==> src/rtl/ffc_pkg.sv <==
package ffc_pkg;
  typedef enum logic {
    FLAG_ASSERTED = 1'b0,
    FLAG_RELEASED = 1'b1
  } flag_level_e;
endpackage

==> src/rtl/ffc_run_counter.sv <==
module ffc_run_counter #(
  parameter int RUN_LEN = 3,
  localparam int CNT_W  = $clog2(RUN_LEN + 1)
) (
  input  logic             clk,
  input  logic             rst,
  input  logic             clr,
  input  logic             inc,
  output logic [CNT_W-1:0] count,
  output logic             run_done
);
  localparam logic [CNT_W-1:0] TOP  = CNT_W'(RUN_LEN);
  localparam logic [CNT_W-1:0] LAST = CNT_W'(RUN_LEN - 1);

  // run_done: this increment reaches (or holds) the full run length
  assign run_done = inc && !clr && (count >= LAST);

  always_ff @(posedge clk) begin
    if (rst || clr) begin
      count <= '0;
    end else if (inc && count != TOP) begin
      count <= count + 1'b1;
    end
  end

  // the run counter saturates and never passes the run length
  a_r9_count_saturates: assert property (@(posedge clk) disable iff (rst)
    count <= TOP);
  // once full, further increments keep it full
  a_r9_full_holds: assert property (@(posedge clk) disable iff (rst)
    (count == TOP && inc && !clr) |=> count == TOP);
endmodule

==> src/rtl/ffc_flag_reg.sv <==
module ffc_flag_reg
  import ffc_pkg::*;
(
  input  logic clk,
  input  logic rst,
  input  logic hold_off,
  input  logic set_fail,
  input  logic set_ok,
  output logic flag_n
);
  flag_level_e level_q;

  always_ff @(posedge clk) begin
    if (rst || hold_off) begin
      level_q <= FLAG_RELEASED;
    end else if (set_fail) begin
      level_q <= FLAG_ASSERTED;
    end else if (set_ok) begin
      level_q <= FLAG_RELEASED;
    end
  end

  assign flag_n = level_q;

  // a hold-off request always leaves the flag released
  a_r7_holdoff_releases: assert property (@(posedge clk) disable iff (rst)
    hold_off |=> flag_n);
  // the flag only drops when a full fault run is reported
  a_r2_drop_needs_fault_run: assert property (@(posedge clk) disable iff (rst)
    $fell(flag_n) |-> $past(set_fail));
endmodule

==> src/rtl/failover_flag_ctl.sv <==
module failover_flag_ctl #(
  parameter int RUN_LEN = 3,
  localparam int CNT_W  = $clog2(RUN_LEN + 1)
) (
  input  logic clk,
  input  logic rst,
  input  logic good_evt,
  input  logic fault_evt,
  input  logic uv,
  output logic failover_n
);
  logic             fault_ok;
  logic             good_ok;
  logic [CNT_W-1:0] fault_cnt;
  logic [CNT_W-1:0] good_cnt;
  logic             fault_run_done;
  logic             good_run_done;

  // strobes during undervoltage are dropped; R8: fault wins a tie
  assign fault_ok = fault_evt && !uv;
  assign good_ok  = good_evt && !fault_evt && !uv;

  // fault run: restarted by a good edge or undervoltage
  ffc_run_counter #(.RUN_LEN(RUN_LEN)) u_fault_run (
    .clk      (clk),
    .rst      (rst),
    .clr      (uv || good_ok),
    .inc      (fault_ok),
    .count    (fault_cnt),
    .run_done (fault_run_done)
  );

  // good run: restarted by any fault or undervoltage
  ffc_run_counter #(.RUN_LEN(RUN_LEN)) u_good_run (
    .clk      (clk),
    .rst      (rst),
    .clr      (uv || fault_evt),
    .inc      (good_ok),
    .count    (good_cnt),
    .run_done (good_run_done)
  );

  ffc_flag_reg u_flag (
    .clk      (clk),
    .rst      (rst),
    .hold_off (uv),
    .set_fail (fault_run_done),
    .set_ok   (good_run_done),
    .flag_n   (failover_n)
  );

  // undervoltage in one cycle means released in the next
  a_r7_uv_keeps_released: assert property (@(posedge clk) disable iff (rst)
    uv |=> failover_n);
  // an asserted flag survives further faults
  a_r4_stays_on_fault: assert property (@(posedge clk) disable iff (rst)
    (!failover_n && fault_evt && !uv) |=> !failover_n);
  // release needs a counted good edge or undervoltage
  a_r4_release_cause: assert property (@(posedge clk) disable iff (rst)
    $rose(failover_n) |-> $past(uv || (good_evt && !fault_evt)));
  // a tied strobe never releases the flag
  a_r8_tie_not_good: assert property (@(posedge clk) disable iff (rst)
    (!failover_n && good_evt && fault_evt) |=> !failover_n || $past(uv));
  // a counted good edge empties the fault run
  a_r3_good_clears_faults: assert property (@(posedge clk) disable iff (rst)
    (good_evt && !fault_evt) |=> fault_cnt == '0);
  // a fault empties the good run
  a_r5_fault_clears_goods: assert property (@(posedge clk) disable iff (rst)
    fault_evt |=> good_cnt == '0);
endmodule

==> config.mk <==
export PLATFORM = sky130hd
export DESIGN_NAME = failover_flag_ctl
export DESIGN_NICKNAME = d
export VERILOG_FILES = /design/src/rtl/ffc_pkg.sv /design/src/rtl/ffc_run_counter.sv /design/src/rtl/ffc_flag_reg.sv /design/src/rtl/failover_flag_ctl.sv
export SDC_FILE = /design/constraint.sdc
export NUM_CORES = 1
export LEC_CHECK = 0
export ABC_AREA = 0
export BUFFER_PORTS_ARGS = -buffer_cell sky130_fd_sc_hd__buf_2
export CORE_AREA = 2 2 39 41
export CTS_CLUSTER_DIAMETER = 100
export DETAILED_ROUTE_END_ITERATION = 7
export DIE_AREA = 0 0 41 43
export GPL_ROUTABILITY_DRIVEN = 0
export MAX_ROUTING_LAYER = met4
export PLACE_DENSITY = 0.41
export SETUP_SLACK_MARGIN = 0.05
export SYNTH_ARGS = -nofsm -noshare
export SYNTH_HDL_FRONTEND = slang
export SYNTH_SLANG_ARGS = --single-unit
==> constraint.sdc <==
create_clock -name clk -period 1.3 [get_ports clk]
set_input_delay 0.13 -clock clk [delete_from_list [all_inputs] [get_ports clk]]
set_output_delay 0.13 -clock clk [all_outputs]
set_load 0.005 [all_outputs]
==> impl_metrics.yaml <==
outcome:
  outcome: "completed"
timing:
  slew-limit-headroom: 0.823
  worstMarginPinSlew_ns: 0.265
  finalHoldViolations: 0
  slew_viol_final: 0
  setup_ws_ns: 0.208
  period_needed_ns: 1.09
  max_freq_ghz: 0.916
  period_share: 0.840
  rsz0062_at_grt: "no"
  skew_ns: 0.00143
  setup_violations: 0
  setup_tns_ns: 0
critical_path:
  critPathLaunchType: "register"
  endpoint_kind: "register"
  crit_required_ns: 1.47
  path_max_fanout: 4
  cp.arrival_ns: 1.26
  critical_path_class: "register to register"
logic_synthesis:
  syn_nets: 39
  synthDominantCellAreaShare: 0.370
  yosysSeqAreaShare: 0.370
  synth-seq-cells: 5
  synth_largest_area_cell: "dfxtp_1"
  synth_top_flop_cell: "dfxtp_1"
  postSynthCellCount: 30
  synth_area_per_cell_um2: 9.01
  synth_edf_count: 0
  syn_area_um2: 270
  synth_warnings: 0
  synth_area_leaders: "dfxtp_1 37%, ha_1 19%, nor2_1 5.6%"
  synth-async-reset-ratio: 0
  ys_types: 15
final_layout:
  nets: 49
  finish.utilization: 0.247
  area_growth_pct: 26.4
  final_cell_area_um2: 342
  n_antenna_cell: 0
  drive_gt1_frac: 0.256
  final_cell_count_no_fill: 55
  layout_common_cells: "5 x buf_2, 5 x dfxtp_1, 4 x nor2_1, 4 x ha_1"
floorplan:
  start_util: 0.195
  rows: 14
  ios: 6
  die_w_um: 41
  die_h_um: 43
  core_area_mm2: 0.00138
  dieArea_mm2: 0.00176
routing:
  drt-initial-drc-count: 6
  viasPerCell: 4.00
  dr_total_vias: 220
  wire_per_inst_um: 8.53
  drt-total-wl_um: 469
  ant_nets: 0
  drt-pass1-iter-count: 4
  drc: 0
clock_tree:
  cts_hold_buffers: 0
  clock-sinks: 5
  ctsResizeCount: 0
  cts_setup_buffers: 0
  root_buffer: "clkbuf_4"
  cts.path.max_buffers: 2
  clkTransAtPathRegs_ns: 0.05
  worstSkewPairLatency_ns: 0.24
  cts_tree: "yes"
  cts-buffers-inserted: 3
  cts_max_level: 1
hold_path:
  hold_class: "input port to register"
placed_design:
  dp_hpwl_um: 366
  port_buffers: 5
  placed_area_um2: 315
  pre_cts_ws_ns: 0.220
  post-place-cells: 51
global_routing:
  grt_start_max_net_pins: 7
  antenna_found_initial: 0
  grt_pass1_wl_um: 869
  track_usage: 0.0763
  grt_pass1_vias: 221
  gr-total-overflow: 0
power_and_ir_drop:
  peakVddDrop_uv: 237
  power_density_mw_per_mm2: 1100
  power.leakage_nw: 0.145
job:
  maxCapViolations: 0
[routing by layer]
metal	vias up	share of wire	global-route usage
met3	0	0.083	0.0157
li1	121	-	-
met4	0	0	0.0600
met1	89	0.58	0.120
met2	10	0.33	0.0781
met5	-	0	-
[through the flow]
stage,total power (W),hold slack (ns)
floorplan,0.000182,0.260
global placement,0.000196,0.390
detailed placement,0.000195,0.395
CTS,0.000383,0.141
global route,0.000400,0.163
finish,0.000375,0.145
[Yosys cell counts (2+ instances only)]
| cell | count |
|---|---|
| nand2_1 | 3 |
| inv_1 | 2 |
| nor2_1 | 4 |
| o22ai_1 | 2 |
| o21ai_0 | 2 |
| ha_1 | 4 |
| dfxtp_1 | 5 |
[state kept, by name, summed over array words and instances, names as in the netlist]
name / cells
u_good_run.count: 2
u_flag.flag_n: 1
u_fault_run.count: 2
[cell type report]
cell class | instances | area [um2]
Clock buffer | 4 | 26.3
Tap cell | 16 | 20.0
Inverter | 2 | 7.51
Sequential cell | 5 | 100
Timing Repair Buffer | 5 | 25.0
Multi-Input combinational cell | 23 | 163
Fill cell | 154 | 1040
[worst paths after layout]
path	start	end	slack [ns]	depth (start not counted)
setup / recovery	u_good_run.count[1]	u_good_run.count[1]	0.21	4
hold / removal	rst	u_flag.flag_n	0.15	3
setup reg to reg	u_good_run.count[1]	u_good_run.count[1]	0.21	4
hold reg to reg	u_flag.flag_n	u_flag.flag_n	0.47	2
[power breakdown]
part	internal [W]	switching, W	leakage (nW)
clock	0.000116	0.0000663	0.0150
sequential	0.000158	0.00000354	0.0406
combinational	0.0000150	0.0000161	0.0894
[logic make-up after synthesis]
kind of cell | after synthesis | share of synthesized area
compound gates | 6 | 0.148
fa+ha+maj | 4 | 0.185
xor+xnor | 1 | 0.0324
buf+inv | 2 | 0.0278
simple gates | 12 | 0.236
flops | 5 | 0.370
[critical path, stage by stage (launching register included)]
cell,delay (ns)
dfxtp_1,0.34
ha_1,0.18
and2b_1,0.25
nor2_1,0.06
a211oi_2,0.18
(Power assumes the default switching activity.)
